File: config.mk
export PLATFORM = sky130hd
export DESIGN_NAME = dbr_router
export DESIGN_NICKNAME = d
export VERILOG_FILES = /design/src/rtl/dbr_pkg.sv /design/src/rtl/dbr_decode.sv /design/src/rtl/dbr_match.sv /design/src/rtl/dbr_slot.sv /design/src/rtl/dbr_router.sv
export SDC_FILE = /design/constraint.sdc
export NUM_CORES = 1
export LEC_CHECK = 0
export ABC_AREA = 1
export BUFFER_PORTS_ARGS = -buffer_cell sky130_fd_sc_hd__buf_2
export CAP_MARGIN = 20
export CORE_ASPECT_RATIO = 0.7
export CORE_UTILIZATION = 30
export DETAILED_ROUTE_END_ITERATION = 8
export HOLD_SLACK_MARGIN = 0.06
export SYNTH_ARGS = -nofsm -noshare
export SYNTH_HDL_FRONTEND = slang
export SYNTH_SLANG_ARGS = --single-unit
export TNS_END_PERCENT = 10
File: constraint.sdc
create_clock -name clk -period 0.8 [get_ports clk]
set_input_delay 0.16 -clock clk [delete_from_list [all_inputs] [get_ports clk]]
set_output_delay 0.16 -clock clk [all_outputs]
set_load 0.005 [all_outputs]
File: src/rtl/dbr_pkg.sv
package dbr_pkg;
    localparam int KIND_W   = 3;
    localparam int K_NORM   = 0;
    localparam int K_CRIT   = 1;
    localparam int K_HYP    = 2;
    localparam int TYPE_W   = 5;
    localparam logic [TYPE_W-1:0] MT_NORM = 5'd0;
    localparam logic [TYPE_W-1:0] MT_CRIT = 5'd1;
    localparam logic [TYPE_W-1:0] MT_HYP  = 5'd5;
    typedef logic [KIND_W-1:0] db_kind_t;
endpackage

File: src/rtl/dbr_decode.sv
module dbr_decode
    import dbr_pkg::*;
#(
    parameter int MSG_W     = 32,
    parameter int TAG_W     = 14,
    parameter int TYPE_LSB  = 27,
    parameter int BCAST_BIT = 26
) (
    input  logic [MSG_W-1:0] msg,
    input  logic             server,
    output db_kind_t         kind,
    output logic             bcast,
    output logic [TAG_W-1:0] tag
);
    logic [TYPE_W-1:0] typ;
    logic              pad_unused;

    assign typ        = msg[TYPE_LSB +: TYPE_W];
    assign tag        = msg[TAG_W-1:0];
    assign bcast      = !server && msg[BCAST_BIT];
    assign pad_unused = ^msg;

    always_comb begin
        kind = '0;
        if (server) begin
            if (typ == MT_HYP) kind[K_HYP] = 1'b1;
        end else begin
            case (typ)
                MT_NORM: kind[K_NORM] = 1'b1;
                MT_CRIT: kind[K_CRIT] = 1'b1;
                default: kind = '0;
            endcase
        end
    end
endmodule

File: src/rtl/dbr_match.sv
module dbr_match #(
    parameter int N_CTX = 4,
    parameter int TAG_W = 14
) (
    input  logic [TAG_W-1:0]       tag,
    input  logic                   bcast,
    input  logic [N_CTX*TAG_W-1:0] pir,
    output logic [N_CTX-1:0]       hit
);
    for (genvar c = 0; c < N_CTX; c++) begin : g_cmp
        assign hit[c] = bcast || (pir[c*TAG_W +: TAG_W] == tag);
    end
endmodule

File: src/rtl/dbr_slot.sv
module dbr_slot
    import dbr_pkg::*;
(
    input  logic     clk,
    input  logic     rst_n,
    input  db_kind_t set_i,
    input  db_kind_t clr_i,
    output db_kind_t q
);
    always_ff @(posedge clk or negedge rst_n) begin
        if (!rst_n) q <= '0;
        else        q <= (q & ~clr_i) | set_i;
    end
endmodule

File: src/rtl/dbr_router.sv
module dbr_router
    import dbr_pkg::*;
#(
    parameter int N_CTX = 4,
    parameter int TAG_W = 14,
    parameter int MSG_W = 32
) (
    input  logic                   clk,
    input  logic                   rst_n,
    input  logic                   fmt_server,
    input  logic [N_CTX-1:0]       op_valid,
    input  logic [N_CTX-1:0]       op_clear,
    input  logic [N_CTX*MSG_W-1:0] op_msg,
    input  logic [N_CTX*TAG_W-1:0] ctx_pir,
    output logic [N_CTX-1:0]       pend_norm,
    output logic [N_CTX-1:0]       pend_crit,
    output logic [N_CTX-1:0]       pend_hyp,
    output logic [N_CTX-1:0]       irq
);
    localparam int TYPE_LSB  = MSG_W - TYPE_W;
    localparam int BCAST_BIT = TYPE_LSB - 1;

    db_kind_t         kind  [N_CTX];
    logic             bcast [N_CTX];
    logic [TAG_W-1:0] tag   [N_CTX];
    logic [N_CTX-1:0] hit   [N_CTX];
    db_kind_t         set_m [N_CTX];
    db_kind_t         clr_m [N_CTX];
    db_kind_t         q     [N_CTX];

    for (genvar s = 0; s < N_CTX; s++) begin : g_src
        dbr_decode #(
            .MSG_W(MSG_W), .TAG_W(TAG_W),
            .TYPE_LSB(TYPE_LSB), .BCAST_BIT(BCAST_BIT)
        ) u_dec (
            .msg   (op_msg[s*MSG_W +: MSG_W]),
            .server(fmt_server),
            .kind  (kind[s]),
            .bcast (bcast[s]),
            .tag   (tag[s])
        );
        dbr_match #(.N_CTX(N_CTX), .TAG_W(TAG_W)) u_match (
            .tag  (tag[s]),
            .bcast(bcast[s]),
            .pir  (ctx_pir),
            .hit  (hit[s])
        );
    end

    // merge all senders per destination; clears stay local to the issuer
    always_comb begin
        for (int c = 0; c < N_CTX; c++) begin
            set_m[c] = '0;
            for (int s = 0; s < N_CTX; s++) begin
                if (op_valid[s] && !op_clear[s] && hit[s][c])
                    set_m[c] = set_m[c] | kind[s];
            end
            clr_m[c] = (op_valid[c] && op_clear[c]) ? kind[c] : '0;
        end
    end

    for (genvar c = 0; c < N_CTX; c++) begin : g_ctx
        dbr_slot u_slot (
            .clk  (clk),
            .rst_n(rst_n),
            .set_i(set_m[c]),
            .clr_i(clr_m[c]),
            .q    (q[c])
        );
        assign pend_norm[c] = q[c][K_NORM];
        assign pend_crit[c] = q[c][K_CRIT];
        assign pend_hyp[c]  = q[c][K_HYP];
        assign irq[c]       = |q[c];
    end
endmodule

Word level (Yosys, flattened, before mapping)
Index checks and enable logic that the tools add are counted.
{"block": "op_classes", "eq_ne": 24, "add_sub_neg": 0, "n_mux": 40, "div_mod_pow": 0, "reduce_logical": 57, "order_cmp": 0, "n_mul": 0, "bitwise_logic": 24, "shifts": 0}
{"op": "== test 14 bit", "count": 16}
{"op": "two-way mux 3 bit", "count": 20}
{"op": "bitwise OR 3 bit", "count": 16}
{"op": "logical AND 1 bit", "count": 28}
{"op": "== test 5 x 1 -> 1 bit, second input constant", "count": 4}
{"op": "== test 5 x 3 -> 1 bit, second input constant", "count": 4}
{"op": "zero test 5 bit", "count": 4}
{"op": "logical OR 1 bit", "count": 16}
{"op": "two-way mux 1 bit", "count": 16}
{"op": "bitwise AND 3 bit", "count": 4}
{"op": "inverter 3 bit", "count": 4}
{"op": "OR reduction 3 bit", "count": 4}
{"op": "two-way mux 2 bit", "count": 4}
{"op": "zero test 1 bit", "count": 5}
{"block": "word_totals", "out_inout_bits": 16, "ramBits": 0, "n_memories": 0, "rom_bits": 0, "elab_cells": 149, "regBits": 12, "input_bits": 195, "latch_bits": 0}

Depth between registers and ports, before layout
{"block": "logic_depth", "word_depth": 12, "mapped_depth": 12}

Modules after synthesis
Synthesis repeated with hierarchy kept, for this count alone.
{"block": "unflattened", "hier_cells": 1412, "hier_area_um2": 6140.9}
{"mod": "dbr_match", "cells_each": 271, "area_per_inst_um2": 1062.3, "instances": 4, "seq_area_each_um2": 0.0}
{"mod": "dbr_router", "cells_each": 152, "area_per_inst_um2": 745.7, "instances": 1, "seq_area_each_um2": 0.0}
{"mod": "dbr_decode", "cells_each": 29, "area_per_inst_um2": 166.4, "instances": 4, "seq_area_each_um2": 0.0}
{"mod": "dbr_slot", "cells_each": 15, "area_per_inst_um2": 120.1, "instances": 4, "seq_area_each_um2": 75.1}

Worst setup path before layout
Ideal clock, no wire load.
{"block": "synth_timing", "path_type": "input port to flip-flop", "start": "in fmt_server", "end": "reg g_ctx[1].u_slot.q[0]", "n_path_buf": 0, "slack_ns": -0.206, "arrival_ns": 0.887, "required_time_ns": 0.681, "path_stages": 8, "cell_sequence": "nor3_1 -> nand3_1 -> nor2_1 -> inv_1 -> o21ai_1 -> nand2_1 -> inv_1 -> nand2_1"}
{"block": "synth_via", "elab_chain_len": 12, "word_cells_on_any_way": 28, "cone_classes": "mux (9); bitwise (6); reduce/logical (13)"}
{"element": "start, declared", "line_no": "dbr_router.sv:10", "source": "input logic fmt_server,"}
{"element": "zero test 1 bit", "line_no": "dbr_decode.sv:20", "source": "assign bcast = !server && msg[BCAST_BIT];"}
{"element": "logical AND 1 bit", "line_no": "dbr_decode.sv:20"}
{"element": "logical OR 1 bit", "line_no": "dbr_match.sv:11", "source": "assign hit[c] = bcast || (pir[c*TAG_W +: TAG_W] == tag);"}
{"element": "logical AND 1 bit", "line_no": "dbr_router.sv:55", "source": "if (op_valid[s] && !op_clear[s] && hit[s][c])"}
{"element": "two-way mux 3 bit", "line_no": "dbr_router.sv:55"}
{"element": "bitwise OR 3 bit", "line_no": "dbr_router.sv:56", "source": "set_m[c] = set_m[c] | kind[s];"}
{"element": "two-way mux 3 bit", "line_no": "dbr_router.sv:55"}
{"element": "bitwise OR 3 bit", "line_no": "dbr_router.sv:56"}
{"element": "two-way mux 3 bit", "line_no": "dbr_router.sv:55"}
{"element": "bitwise OR 3 bit", "line_no": "dbr_router.sv:56"}
{"element": "two-way mux 3 bit", "line_no": "dbr_router.sv:55"}
{"element": "bitwise OR 3 bit (*)", "line_no": "dbr_slot.sv:12", "source": "else q <= (q & ~clr_i) | set_i;"}
{"element": "end signal, assigned", "line_no": "dbr_slot.sv:12"}
{"element": "end, declared", "line_no": "dbr_slot.sv:8", "source": "output db_kind_t q"}
Every way passes the cells marked *; elsewhere a longest branch is shown, timed or not.

Worst setup path in the final report
{"block": "layout_timing", "start": "reg g_ctx[0].u_slot.q[0]", "end": "out irq[0]"}
{"block": "layout_via", "elab_chain_len": 1}
{"element": "start, declared", "line_no": "dbr_slot.sv:8"}
{"element": "start signal, assigned", "line_no": "dbr_slot.sv:12"}
{"element": "OR reduction 3 bit", "line_no": "dbr_router.sv:73", "source": "assign irq[c] = |q[c];"}
{"element": "end, declared", "line_no": "dbr_router.sv:18", "source": "output logic [N_CTX-1:0] irq"}
No other way between the ends.

==> flow_summary.html <==
<table>
<tr><th>Metric</th><th>Value</th></tr>
<tr><th colspan="2">Outcome</th></tr>
<tr><td>Result of the run</td><td>finished with violations</td></tr>
<tr><td>Violations in the final reports</td><td>setup timing</td></tr>
<tr><th colspan="2">Final layout</th></tr>
<tr><td>Ant diodes</td><td>0</td></tr>
<tr><td>Proportion of layout cells with a drive suffix above 1</td><td>0.282</td></tr>
<tr><td>Regs by FF count</td><td>g_ctx.u_slot.q x12</td></tr>
<tr><td>Nets</td><td>~1600</td></tr>
<tr><td>Largest Register</td><td>g_ctx.u_slot.q</td></tr>
<tr><td>Layout overhead on the synthesized area</td><td>46.4%</td></tr>
<tr><td>Flip-flop count of the largest register after layout</td><td>12</td></tr>
<tr><th colspan="2">Clock tree</th></tr>
<tr><td>CTS Buf Count</td><td>3</td></tr>
<tr><td>TritonCTS clock tree</td><td>yes</td></tr>
<tr><td>Number of buffers on the longest clock path</td><td>2</td></tr>
<tr><td>CTS clk-pin slew, worst paths</td><td>0.05 ns</td></tr>
<tr><td>Worst skew pair latency</td><td>0.24 ns</td></tr>
<tr><td>Postcts setup bufs</td><td>0</td></tr>
<tr><td>Number of sinks on the clock net</td><td>12</td></tr>
<tr><td>Count of H-tree levels built during CTS</td><td>1</td></tr>
<tr><td>Root buffer selected by CTS</td><td>clkbuf_16</td></tr>
<tr><th colspan="2">Timing</th></tr>
<tr><td>Tightest slew margin relative to the limit</td><td>0.725</td></tr>
<tr><td>Final setup slack of the worst path</td><td>-0.463 ns</td></tr>
<tr><td>Final period utilization</td><td>1.58</td></tr>
<tr><td>Fin. max-slew vios</td><td>0</td></tr>
<tr><td>Actual slew at the worst max-slew pin</td><td>~0.41 ns</td></tr>
<tr><td>Maximum achievable frequency</td><td>792 MHz</td></tr>
<tr><td>Post-route minimum period</td><td>approximately 1.3 ns</td></tr>
<tr><td>Final Hold Slack</td><td>0.332 ns</td></tr>
<tr><td>Final count of hold timing violations</td><td>0</td></tr>
<tr><td>Final setup violation count</td><td>28</td></tr>
<tr><td>Clock Skew</td><td>0 ns</td></tr>
<tr><td>Setup repair after global routing missed its margin</td><td>true</td></tr>
<tr><th colspan="2">Global route</th></tr>
<tr><td>First-pass GRT wire length</td><td>31100 um</td></tr>
<tr><td>Maximum number of pins on one net before global-route repair</td><td>13</td></tr>
<tr><td>Total global routing overflow</td><td>0</td></tr>
<tr><td>Vias in the first global route</td><td>approximately 6400</td></tr>
<tr><td>Overall Global Routing Usage</td><td>0.233</td></tr>
<tr><td>Initial antenna violation count</td><td>1</td></tr>
<tr><th colspan="2">Routing</th></tr>
<tr><td>Met2 layer wire length in the routed design</td><td>7950 um</td></tr>
<tr><td>Iteration-0 DRC Markers</td><td>644</td></tr>
<tr><td>Number of routed nets with antenna violations</td><td>0</td></tr>
<tr><td>Drc violations</td><td>0</td></tr>
<tr><td>Highest metal used</td><td>met5</td></tr>
<tr><td>Vias per inst</td><td>4.70</td></tr>
<tr><td>Met1 layer wirelength in the final routing</td><td>9700 um</td></tr>
<tr><td>Detailed route wirelength on metal3</td><td>approximately 2200 um</td></tr>
<tr><td>Detailed-route wire length per cell</td><td>12.5 um</td></tr>
<tr><td>Via count</td><td>~7500</td></tr>
<tr><td>DR pass1 iterations</td><td>5</td></tr>
<tr><td>Final wirelength</td><td>20000 um</td></tr>
<tr><th colspan="2">Yosys</th></tr>
<tr><td>Share of synthesized cell area in full adder, half adder and majority cells</td><td>0</td></tr>
<tr><td>Count of cell types in the netlist</td><td>24</td></tr>
<tr><td>Area fraction in and, or, nand and nor cells after synthesis</td><td>0.779</td></tr>
<tr><td>List of most frequent post-synthesis cells</td><td>737 x nand2_1, 160 x nor2_1, 121 x inv_1, 48 x nand3_1, 19 x inv_2</td></tr>
<tr><td>Compound-gate portion of the synthesized area</td><td>0.00947</td></tr>
<tr><td>Yosys synthesis warning count</td><td>0</td></tr>
<tr><td>Dominant combinational cell family by area after synthesis</td><td>simple AND/OR/NAND/NOR gates</td></tr>
<tr><td>Area of the mapped netlist</td><td>4890 sq um</td></tr>
<tr><td>Most common flop cell mapped by yosys</td><td>dfrtp_1</td></tr>
<tr><td>Number of synthesized flops with an enable pin</td><td>0</td></tr>
<tr><td>Synthesized instance count</td><td>~1200</td></tr>
<tr><td>Share of flip-flops with an asynchronous set or reset</td><td>1.00</td></tr>
<tr><td>Syn_nets</td><td>approximately 1400</td></tr>
<tr><td>Proportion of synthesized chip area in sequential cells</td><td>0.0614</td></tr>
<tr><td>Post-synth top area share</td><td>0.566</td></tr>
<tr><td>Library cell occupying the most area in the post-synthesis netlist</td><td>nand2_1</td></tr>
<tr><td>Mean cell area of the mapped netlist</td><td>4.22 sq um</td></tr>
<tr><td>Most repeated cell in the gate-level netlist after synthesis</td><td>nand2_1</td></tr>
<tr><td>Xor/xnor share of the synthesized area</td><td>0.0358</td></tr>
<tr><td>Number of flip-flops and latches in the synthesized netlist</td><td>12</td></tr>
<tr><td>Cells taking the most area after synthesis</td><td>nand2_1 57%, nor2_1 12%, inv_1 9.3%, dfrtp_1 6.1%, nand3_1 4.9%</td></tr>
<tr><td>Proportion of synthesized area in mux cells</td><td>0</td></tr>
<tr><th colspan="2">Power</th></tr>
<tr><td>PD cells</td><td>between 700 and 800 nW/um^2</td></tr>
<tr><td>Leakage</td><td>0.00449 uW</td></tr>
<tr><td>Peak supply drop</td><td>0.000849 V</td></tr>
<tr><th colspan="2">Worst setup path</th></tr>
<tr><td>FF-to-FF End</td><td>g_ctx[2].u_slot.q[1]</td></tr>
<tr><td>Biggest cell delay along the critical path</td><td>0.37 ns</td></tr>
<tr><td>Arrival time reported for the critical path endpoint</td><td>approximately 1.1 ns</td></tr>
<tr><td>Number of buffer and inverter instances along the worst setup path</td><td>1</td></tr>
<tr><td>Cell-by-cell trace of the critical path</td><td>or3_1 &gt; buf_2</td></tr>
<tr><td>Crit path max-delay cell type</td><td>or3_1</td></tr>
<tr><td>Kind of critical path</td><td>register to output pin</td></tr>
<tr><td>Startpoint Class</td><td>register</td></tr>
<tr><td>Cell type group with the largest total delay on the critical path</td><td>simple AND/OR/NAND/NOR gates</td></tr>
<tr><td>Startpoint of the lowest-slack register-to-register path</td><td>g_ctx[2].u_slot.q[1]</td></tr>
<tr><td>Nature of the critical path endpoint</td><td>output pin</td></tr>
<tr><td>Register-to-Register Setup Slack</td><td>-0.10 ns</td></tr>
<tr><td>R2R cell count</td><td>5</td></tr>
<tr><td>Top fanout value on the critical path</td><td>2</td></tr>
<tr><td>Data required time of the worst path</td><td>between 0.6 and 0.7 ns</td></tr>
<tr><td>Origin of the worst setup path</td><td>g_ctx[0].u_slot.q[0]</td></tr>
<tr><th colspan="2">Floorplanning</th></tr>
<tr><td>Die W</td><td>155 um</td></tr>
<tr><td>Vert. Die Dim</td><td>109 um</td></tr>
<tr><td>Core ar.</td><td>15700 sq um</td></tr>
<tr><td>Full die area</td><td>16800 sq um</td></tr>
<tr><td>Number of top-level design ports</td><td>211</td></tr>
<tr><td>Placement row count</td><td>38</td></tr>
<tr><td>Initial Util</td><td>0.312</td></tr>
<tr><th colspan="2">Min path</th></tr>
<tr><td>Class of the worst hold path</td><td>input pin to async pin</td></tr>
<tr><th colspan="2">Placed design</th></tr>
<tr><td>Port Buf Inserts</td><td>162</td></tr>
<tr><td>Worst slack at placement</td><td>-0.618 ns</td></tr>
<tr><td>Final weighted congestion of routability-driven global placement</td><td>0.974</td></tr>
<tr><td>Detailed placement HPWL</td><td>17100 um</td></tr>
<tr><th colspan="2">Run</th></tr>
<tr><td>Max-cap violations</td><td>0</td></tr>
</table>
worst max path at each step:
stage                                      end  slack (ns)  depth (start not counted)
final                                   irq[0]       -0.46                          2
after floorplan           g_ctx[2].u_slot.q[0]       -0.20                          8
after CTS                               irq[0]       -0.47                          2
after detailed placement  g_ctx[3].u_slot.q[2]       -0.62                         13
after global placement    g_ctx[3].u_slot.q[0]       -0.62                         13
after global routing                    irq[3]       -0.52                          2
where the power goes:
part,leakage (uW),internal [uW],switching [uW]
Clock,0.0000442,756,274
Combinational,0.00429,1710,2170
Sequential,0.000159,708,54.3
Total,0.00449,3170,2500
placed cells by master, fill, tap and decap left out, drive strengths merged:
cell	synthesis	routed
a21oi	2	2
o21ai	5	5
or3	4	4
nor2	162	162
nor4	2	2
nand2	742	742
buf	3	229
o31ai	1	1
nand3	48	48
clkbuf	3	9
clkinv	1	1
xnor2	16	16
xor2	4	4
dfrtp	12	12
nor3	6	6
inv	140	140
dlygate4sd3	0	1
nand4	8	8
final cells by class:
type                            count  area, sq um
Fill cell                        1771         8530
Multi-Input combinational cell   1000         4260
Timing Repair Buffer              235         1710
Inverter                          141          552
Sequential cell                    12          300
Tap cell                          200          250
Clock buffer                        4         88.8
routing by layer:
layer / track usage / up-vias
met5: 0 / -
met3: 0.0262 / 12
met1: 0.361 / 3207
met2: 0.351 / 353
met4: 0.0170 / 2
li1: - / 3910
stage by stage:
step | instance area (sq um) | utilization | setup TNS [ns] | total power (uW) | cells
floorplan | 4890 | - | -2.74 | 2460 | 1159
global placement | 6490 | 0.414 | -8.04 | 4120 | 1587
detailed placement | 6490 | 0.414 | -7.93 | 4130 | 1587
CTS | 6720 | 0.428 | -7.98 | 5350 | 1592
global route | 7160 | 0.456 | -9.85 | 6180 | 1592
finish | 7160 | 0.456 | -7.97 | 5680 | 1592
kinds of logic (layout without fill, tap and decap cells):
| logic type | after synthesis | after routing |
|---|---|---|
| AOI/OAI and AO/OA | 8 | 8 |
| xor gates and xnor gates | 20 | 20 |
| buffers and inverters | 147 | 380 |
| DFF | 12 | 12 |
| and+or+nand+nor | 972 | 972 |
timing repair:
action	4_1_cts	5_1_grt
hold buffers	1	0
resized for setup	42	205
endpoints found under the setup margin	28	28
pin swaps	6	53
endpoints found under the hold margin	12	0
Note: power is estimated with default switching activity, not from simulation.
